===== src/rtl/abr_pkg.sv =====
package abr_pkg;
  localparam int BYTE_W     = 8;
  localparam int SPAN_SHIFT = 3;   // calibration span covers eight bit times
  localparam logic [3:0] EDGES_ALT_HI = 4'd8;  // 0x55: edges up to start of bit 7
  localparam logic [3:0] EDGES_ALT_LO = 4'd7;  // 0xAA: edges up to start of bit 7

  typedef enum logic [1:0] {F_IDLE, F_START, F_DATA, F_STOP} frame_st_t;
  typedef enum logic {M_IDLE, M_RUN} meas_st_t;
endpackage


===== src/rtl/abr_sync.sv =====
module abr_sync (
  input  logic clk,
  input  logic rst,
  input  logic line_async,
  output logic line_q,
  output logic fall_p,
  output logic edge_p
);
  logic s1, s2, s3;

  always_ff @(posedge clk) begin
    if (rst) begin
      s1 <= 1'b1;
      s2 <= 1'b1;
      s3 <= 1'b1;
    end else begin
      s1 <= line_async;
      s2 <= s1;
      s3 <= s2;
    end
  end

  assign line_q = s2;
  assign fall_p = s3 & ~s2;
  assign edge_p = s3 ^ s2;
endmodule


===== src/rtl/abr_measure.sv =====
module abr_measure #(
  parameter int DIV_W     = 16,
  parameter int TOL_SHIFT = 2
) (
  input  logic             clk,
  input  logic             rst,
  input  logic             en,
  input  logic             fall_p,
  input  logic             edge_p,
  output logic             done,
  output logic [DIV_W-1:0] div_out
);
  import abr_pkg::*;
  localparam int TW = DIV_W + SPAN_SHIFT;
  localparam int XW = TW + 2;

  meas_st_t          st;
  logic [TW-1:0]     timer, last_t, first_iv, ref_iv;
  logic [3:0]        k, target;
  logic [TW-1:0]     iv;
  logic [XW-1:0]     limit;
  logic              late;

  function automatic logic close_to(input logic [XW-1:0] a, input logic [XW-1:0] b);
    logic [XW-1:0] d;
    d = (a > b) ? a - b : b - a;
    return d <= (b >> TOL_SHIFT);
  endfunction

  always_comb begin
    iv    = timer - last_t;
    limit = {1'b0, ref_iv, 1'b0} + ({2'b00, ref_iv} >> TOL_SHIFT);
    late  = (k != 4'd0) && ({2'b00, iv} > limit);
  end

  always_ff @(posedge clk) begin
    if (rst) begin
      st       <= M_IDLE;
      timer    <= '0;
      last_t   <= '0;
      first_iv <= '0;
      ref_iv   <= '0;
      k        <= '0;
      target   <= EDGES_ALT_HI;
      done     <= 1'b0;
      div_out  <= '0;
    end else begin
      done <= 1'b0;
      if (!en) begin
        st <= M_IDLE;
      end else begin
        case (st)
          M_IDLE: if (fall_p) begin
            timer  <= TW'(1);
            last_t <= '0;
            k      <= '0;
            st     <= M_RUN;
          end
          M_RUN: begin
            timer <= timer + TW'(1);
            if (edge_p) begin
              k      <= k + 4'd1;
              last_t <= timer;
              if (k == 4'd0) begin
                first_iv <= iv;
                ref_iv   <= iv;
              end else if (k == 4'd1) begin
                ref_iv <= iv;
                if (close_to({2'b00, first_iv}, {2'b00, iv}))
                  target <= EDGES_ALT_HI;
                else if (close_to({2'b00, first_iv}, {1'b0, iv, 1'b0}))
                  target <= EDGES_ALT_LO;
                else
                  st <= M_IDLE;
              end else if (!close_to({2'b00, iv}, {2'b00, ref_iv})) begin
                st <= M_IDLE;
              end else if (k + 4'd1 == target) begin
                done    <= 1'b1;
                div_out <= timer[TW-1:SPAN_SHIFT];
                st      <= M_IDLE;
              end
            end else if (late || (&timer)) begin
              st <= M_IDLE;
            end
          end
          default: st <= M_IDLE;
        endcase
      end
    end
  end
endmodule


===== src/rtl/abr_frame.sv =====
module abr_frame #(
  parameter int DIV_W = 16
) (
  input  logic             clk,
  input  logic             rst,
  input  logic             en,
  input  logic             din,
  input  logic             fall_p,
  input  logic [DIV_W-1:0] div_in,
  output logic [7:0]       data_out,
  output logic             valid,
  output logic             ferr
);
  import abr_pkg::*;

  frame_st_t        st;
  logic [DIV_W-1:0] cnt;
  logic [2:0]       idx;
  logic [7:0]       shreg;

  always_ff @(posedge clk) begin
    if (rst) begin
      st       <= F_IDLE;
      cnt      <= '0;
      idx      <= '0;
      shreg    <= '0;
      data_out <= '0;
      valid    <= 1'b0;
      ferr     <= 1'b0;
    end else begin
      valid <= 1'b0;
      ferr  <= 1'b0;
      if (!en) begin
        st <= F_IDLE;
      end else begin
        case (st)
          F_IDLE: if (fall_p) begin
            cnt <= (div_in >> 1) - DIV_W'(1);
            st  <= F_START;
          end
          F_START: if (cnt == '0) begin
            if (!din) begin
              cnt <= div_in - DIV_W'(1);
              idx <= '0;
              st  <= F_DATA;
            end else begin
              st <= F_IDLE;
            end
          end else cnt <= cnt - DIV_W'(1);
          F_DATA: if (cnt == '0) begin
            shreg <= {din, shreg[7:1]};
            cnt   <= div_in - DIV_W'(1);
            if (idx == 3'd7) st <= F_STOP;
            else idx <= idx + 3'd1;
          end else cnt <= cnt - DIV_W'(1);
          F_STOP: if (cnt == '0) begin
            if (din) begin
              data_out <= shreg;
              valid    <= 1'b1;
            end else begin
              ferr <= 1'b1;
            end
            st <= F_IDLE;
          end else cnt <= cnt - DIV_W'(1);
          default: st <= F_IDLE;
        endcase
      end
    end
  end
endmodule


===== src/rtl/autobaud_rx.sv =====
module autobaud_rx #(
  parameter int DIV_W     = 16,
  parameter int CNT_W     = 8,
  parameter int TOL_SHIFT = 2
) (
  input  logic             clk,
  input  logic             rst,
  input  logic             rxd,
  input  logic [7:0]       stop_char,
  input  logic [CNT_W-1:0] burst_len,
  output logic [7:0]       rx_data,
  output logic             rx_valid,
  output logic             locked,
  output logic [DIV_W-1:0] divisor,
  output logic             frame_err
);
  logic             line_q, fall_p, edge_p;
  logic             meas_done;
  logic [DIV_W-1:0] meas_div;
  logic [CNT_W-1:0] byte_cnt;

  abr_sync u_sync (
    .clk(clk), .rst(rst), .line_async(rxd),
    .line_q(line_q), .fall_p(fall_p), .edge_p(edge_p)
  );

  abr_measure #(.DIV_W(DIV_W), .TOL_SHIFT(TOL_SHIFT)) u_meas (
    .clk(clk), .rst(rst), .en(!locked), .fall_p(fall_p), .edge_p(edge_p),
    .done(meas_done), .div_out(meas_div)
  );

  abr_frame #(.DIV_W(DIV_W)) u_frame (
    .clk(clk), .rst(rst), .en(locked), .din(line_q), .fall_p(fall_p),
    .div_in(divisor), .data_out(rx_data), .valid(rx_valid), .ferr(frame_err)
  );

  always_ff @(posedge clk) begin
    if (rst) begin
      locked   <= 1'b0;
      divisor  <= '0;
      byte_cnt <= '0;
    end else if (!locked && meas_done) begin
      locked   <= 1'b1;
      divisor  <= meas_div;
      byte_cnt <= '0;
    end else if (locked && rx_valid) begin
      byte_cnt <= byte_cnt + CNT_W'(1);
      if ((rx_data == stop_char) ||
          ((burst_len != '0) && (byte_cnt + CNT_W'(1) == burst_len)))
        locked <= 1'b0;
    end
  end
endmodule


===== config.mk =====
export PLATFORM = sky130hd
export DESIGN_NAME = autobaud_rx
export DESIGN_NICKNAME = d
export VERILOG_FILES = /design/src/rtl/abr_pkg.sv /design/src/rtl/abr_sync.sv /design/src/rtl/abr_measure.sv /design/src/rtl/abr_frame.sv /design/src/rtl/autobaud_rx.sv
export SDC_FILE = /design/constraint.sdc
export NUM_CORES = 1
export LEC_CHECK = 0
export BUFFER_PORTS_ARGS = -buffer_cell sky130_fd_sc_hd__buf_2
export CAP_MARGIN = 10
export CORE_ASPECT_RATIO = 0.9
export CORE_UTILIZATION = 60
export CTS_CLUSTER_DIAMETER = 60
export CTS_CLUSTER_SIZE = 8
export DETAILED_ROUTE_END_ITERATION = 8
export HOLD_SLACK_MARGIN = 0.15
export PLACE_DENSITY = 0.84
export SYNTH_ARGS = -nofsm -noshare
export SYNTH_HDL_FRONTEND = slang
export SYNTH_SLANG_ARGS = --single-unit

===== constraint.sdc =====
create_clock -name clk -period 20.1 [get_ports clk]
set_input_delay 1.005 -clock clk [delete_from_list [all_inputs] [get_ports clk]]
set_output_delay 1.005 -clock clk [all_outputs]
set_load 0.01 [all_outputs]

After elaboration in Yosys (flattened, before gate mapping)
Cells that the tools add are included.
{ "op_classes": {"addsub": 15, "order_cmp": 7, "eq_ne": 19, "n_mux": 49, "bitwise": 11, "reduce_logical": 35} }
{ "op_table": {"columns": ["operator", "n"], "rows": [
  ["$mux W19", 5],
  ["$mux W16", 5],
  ["$sub A19 B19 Y20", 4],
  ["$pmux W19 S2", 2],
  ["$pmux W16 S4", 1],
  ["$mux W21", 3],
  ["$le A21 B17 Y1", 2],
  ["$gt A19 B19 Y1", 2],
  ["$sub A16 B1 Y16 const B", 2],
  ["$add A20 B17 Y21", 1],
  ["$gt A19 B21 Y1", 1],
  ["$le A21 B18 Y1", 1],
  ["$sub A19 B20 Y21", 1],
  ["$sub A20 B19 Y21", 1],
  ["$gt A19 B20 Y1", 1],
  ["$add A19 B1 Y19 const B", 1],
  ["$reduce_and A19 Y1", 1],
  ["$sub A19 B19 Y19", 1],
  ["$eq A8 B8 Y1", 2],
  ["$logic_not A16 Y1", 1],
  ["$mux W4", 4],
  ["$reduce_and A4 Y1", 4],
  ["$sub A15 B1 Y16 const B", 1],
  ["$mux W1", 15],
  ["other kinds (36)", 74]
]} }
{ "totals": {"register_bits": 169, "output_inout_bits": 27, "wordCells": 158} }

Longest topological paths before layout
{ "logic_depth": {"word_depth": 10, "mapped_depth": 36, "depth_no_buf": 34} }

Modules after synthesis
A second synthesis with hierarchy kept.
{ "hier_totals": {"hier_cells": 2236, "hier_area_um2": 17164.0} }
{ "modules_own_cells": {"columns": ["module", "n_inst", "cells_per_inst", "area_each_um2", "seq_area_each_um2"], "rows": [
  ["abr_measure", 1, 1699, 12828.6, 2001.9],
  ["abr_frame", 1, 367, 2954.1, 780.7],
  ["autobaud_rx", 1, 161, 1282.5, 500.5],
  ["abr_sync", 1, 9, 98.8, 60.1]
]} }

Least setup slack after synthesis
OpenSTA, ideal clock, no wires.
{ "synth_path": {"path_kind": "reg2reg", "from": "reg u_meas.timer[0]", "to": "reg u_meas.div_out[14]", "arrival_ns": 7.159, "slack_ns": 12.813, "stages_incl_launch_ff": 34, "path_buffers": 5, "period_less_slack_ns": 7.287, "cell_sequence": "dfxtp_1 > inv_1 > ha_1 > fa_1 > nor2b_1 > o2111a_1 > o211ai_1 > o211ai_1 > clkbuf_1 > inv_2 > clkbuf_1 > ha_1 > clkbuf_1 > nand4_1 > o41ai_1 > o22ai_1 > nor2_1 > clkbuf_1 > mux2i_1 > nor2_1 > o21ai_0 > o21ai_0 > a21oi_1 > o221ai_1 > xor2_1 > ha_1 > and4_1 > a2111oi_0 > a31oi_1 > nor3_1 > nand3_1 > buf_2 > mux2i_1 > nor2_1"} }
{ "synth_via": {"elab_chain_len": 5, "word_cells_on_any_way": 7, "cone_classes": "add/sub: 3; order compare: 2; mux: 1; reduce/logical: 1"} }
{ "synth_lines": {"columns": ["element", "line", "text"], "rows": [
  ["start, declared", "abr_measure.sv:18", "logic [TW-1:0] timer, last_t, first_iv, ref_iv;"],
  ["start signal, assigned", "abr_measure.sv:60", "timer <= timer + TW'(1);"],
  ["$sub A19 B19 Y19 (*)", "abr_measure.sv:31", "iv = timer - last_t;"],
  ["$sub A19 B19 Y20 or $gt A19 B19 Y1 (tied branches)", "abr_measure.sv:26", "d = (a > b) ? a - b : b - a;"],
  ["$mux W21 (*)", "abr_measure.sv:26", null],
  ["$le A21 B17 Y1 (*)", "abr_measure.sv:27", "return d <= (b >> TOL_SHIFT);"],
  ["$reduce_and A7 Y1 (no source line) (*)", null, null],
  ["end signal, assigned", "abr_measure.sv:79", "div_out <= timer[TW-1:SPAN_SHIFT];"],
  ["end, declared", "abr_measure.sv:11", "output logic [DIV_W-1:0] div_out"]
]} }
Mark *: on every way between the ends. The rest lies on a longest branch, timed or not.
A chain may end at the register's enable or synchronous reset.

Worst setup path in the final report
Same ends and word-level chain as after synthesis.

==> results.yml <==
clock_tree:
  clockRootBuffer: "clkbuf_16"
  cts_setup_buffers: 0
  htree_levels: 4
  numCtsBuffers: 17
  insertion_delay_ns: 0.45
  ctsHoldBuffers: 0
  cts_buffer_depth: 2
  cts-resized-gates: 0
  cts_tree: "yes"
  clock_sinks: 167
  path_clk_slew_ns: 0.08
timing:
  min_period_over_period_pct: 44.9
  worst_hold_slack_ns: 0.422
  finalHoldViolCount: 0
  min_period_ns: 9.03
  rsz0062_at_grt: "false"
  slew_headroom_pct: 25.9
  fmax_mhz: 111
  finalSetupViolCount: 0
  report.final.slew_viol_count: 0
  worst_slew_pin_slew_ns: 1.11
  finClkSkew_ns: 0.0114
  tns_ns: 0
yosys:
  seq_area_frac_synth_pct: 19.8
  synth.area.top_cells: "dfxtp_1 (20%), ha_1 (16%), a21oi_1 (7.2%)"
  syn_area_per_cell_sq_um: 7.47
  syn-num-nets: 2512
  synth_top_area_share_pct: 19.8
  netlist_instances: 2266
  synth_cell_types: 87
  ys.flop_type: "dfxtp_1"
  synth.cell_area_sq_um: 16900
  yosysMostFrequentCell: "a21oi_1"
  yosys-top-cells-count: "a21oi_1 (245), nand2_1 (236), nor2_1 (221), ha_1 (219), dfxtp_1 (167)"
  ys_ff_latch: 167
  async_flop_share_pct: 0
  ys_warn_count: 0
  synth_edf_count: 0
  yosysTopAreaCell: "dfxtp_1"
final_layout:
  n_antenna_cell: 0
  drive_gt1_share_pct: 5.72
  nets: 2487
  areaGrowthSynthToFinish_pct: 5.95
setup_path:
  crit_arrival_ns: 9.34
  critPathMaxStageDelay_ns: 0.78
  cp_max_fo: 19
  end_kind: "flip-flop"
  critPathSlowestCell: "nand3_1"
  critPathLaunchType: "flip-flop"
  worstSetupPathType: "reg -> reg"
  cp.required_ns: 20.40
  path_common_cell: "ha_1"
detailed_routing:
  vias_per_cell: 6.57
  dr.pass1.iters: 6
  finalWirelength_um: 51700
  wire_per_inst_um: 19.8
  num_vias: 17125
  drcViolationCount: 0
  ant_nets: 0
  drtIter0Drc: 1772
die:
  io_pins: 46
  dieArea_sq_um: 28900
  die_h_um: 161
  core.rowCount: 57
  die_w_um: 179
  start_util_pct: 61.9
  core_area_sq_um: 27300
power:
  ir_drop_uv: 69.5
  p_per_area_nw_per_um2: 58.0
  p_leak_nw: 7.94
worst_hold_path:
  worst_hold_path_type: "reg -> reg"
global_route:
  grt_usage_pct: 35.4
  grt_max_degree: 88
  use_met2_pct: 53.1
  grt_pass1_vias: 15568
  grt_use_met1_pct: 50.9
  overflow: 0
  grt_util_met3_pct: 5.79
  grt_pass1_wl_um: 81200
  top_usage_layer: "met2"
  grt_antenna_before_repair: 0
placement:
  post-dp-hpwl_um: 40000
  port_buffers: 45
  gp_congestion: 0.981
status:
  status: "completed"
job:
  drv_cap: 0
[cells in the final DEF (no fill, tap or decap), drive strengths merged, types with 13 or more instances in the layout]
cell / n
clkbuf: 17
nand4: 31
mux2i: 45
xnor2: 76
dfxtp: 167
or3: 25
nor2b: 24
a21o: 57
nand2b: 21
ha: 219
and3: 20
o211ai: 23
nor3: 46
a211oi: 32
xor2: 75
a21oi: 247
o21ai: 104
or2: 14
and2: 19
a22oi: 22
nand2: 236
a31oi: 19
nand3: 56
inv: 132
o21a: 18
o21bai: 14
buf: 66
nor4: 13
nor2: 221
[per-stage QoR]
stage	setup WS (ns)	power (mW)	instance area, sq um	instances	util (%)
2_1_floorplan	12.81	0.611	16900	2266	-
3_3_place_gp	11.52	0.689	17300	2575	63.4
3_5_place_dp	11.26	0.695	17300	2576	63.4
4_1_cts	11.21	1.03	17900	2608	65.6
5_1_grt	10.39	1.09	17900	2608	65.6
6_report	11.07	1.04	17900	2608	65.6
[critical path: cells and delay by family (launching register included)]
family | cells | cell delay (ns)
simple gates | 12 | 3.08
compound gates | 9 | 2.72
fa+ha+maj | 4 | 1.34
mux | 2 | 0.73
flops | 1 | 0.42
buf+inv | 2 | 0.38
xor+xnor | 1 | 0.19
[final cells by class]
type	instances	area, sq um
fillers	2387	9390
well taps	354	443
flip-flops and latches	167	3340
clock buffers	17	425
repair buffers	66	383
multi-input cells	1865	12700
clock inverters	15	173
inverters	124	465
[flip-flops by register name, summed over array words and instances, names as in the netlist, 2 cells and up, named ones only]
register          flops
u_meas.div_out       16
u_meas.first_iv      19
u_meas.timer         19
byte_cnt              8
u_meas.last_t        19
u_meas.target         2
u_meas.ref_iv        19
u_frame.cnt          16
divisor              16
u_frame.idx           3
u_meas.k              4
u_frame.shreg         8
u_frame.data_out      8
[power breakdown]
part	switching [mW]	internal (mW)	total [mW]	leakage, nW
clock network	0.169	0.168	0.338	0.290
logic	0.217	0.152	0.369	6.31
registers	0.00125	0.331	0.333	1.35
total	0.388	0.651	1.04	7.94
[path summary, 6_finish.rpt]
path	from	end	slack [ns]	depth (start not counted)
worst max-delay path	u_meas.timer[0]	u_meas.div_out[14]	11.07	30
worst min register to register	u_sync.s1	u_sync.line_q	0.42	1
worst max register to register	u_meas.timer[0]	u_meas.div_out[14]	11.07	30
worst min-delay path	u_sync.s1	u_sync.line_q	0.42	1
[cells by family after synthesis]
group	Yosys count	synth area share [%]
xor+xnor	153	8.08
simple gates	771	21.6
compound gates	666	25.3
flops	167	19.8
mux	47	2.80
fa+ha+maj	228	17.2
buf+inv	234	5.27
[per-layer routing]
metal / up-vias / wire length, um
met5: - / 0
met1: 8108 / 23400
met3: 98 / 4780
met4: 0 / 1440
met2: 816 / 22100
li1: 8103 / -
Note: power is estimated with default switching activity, not from simulation.
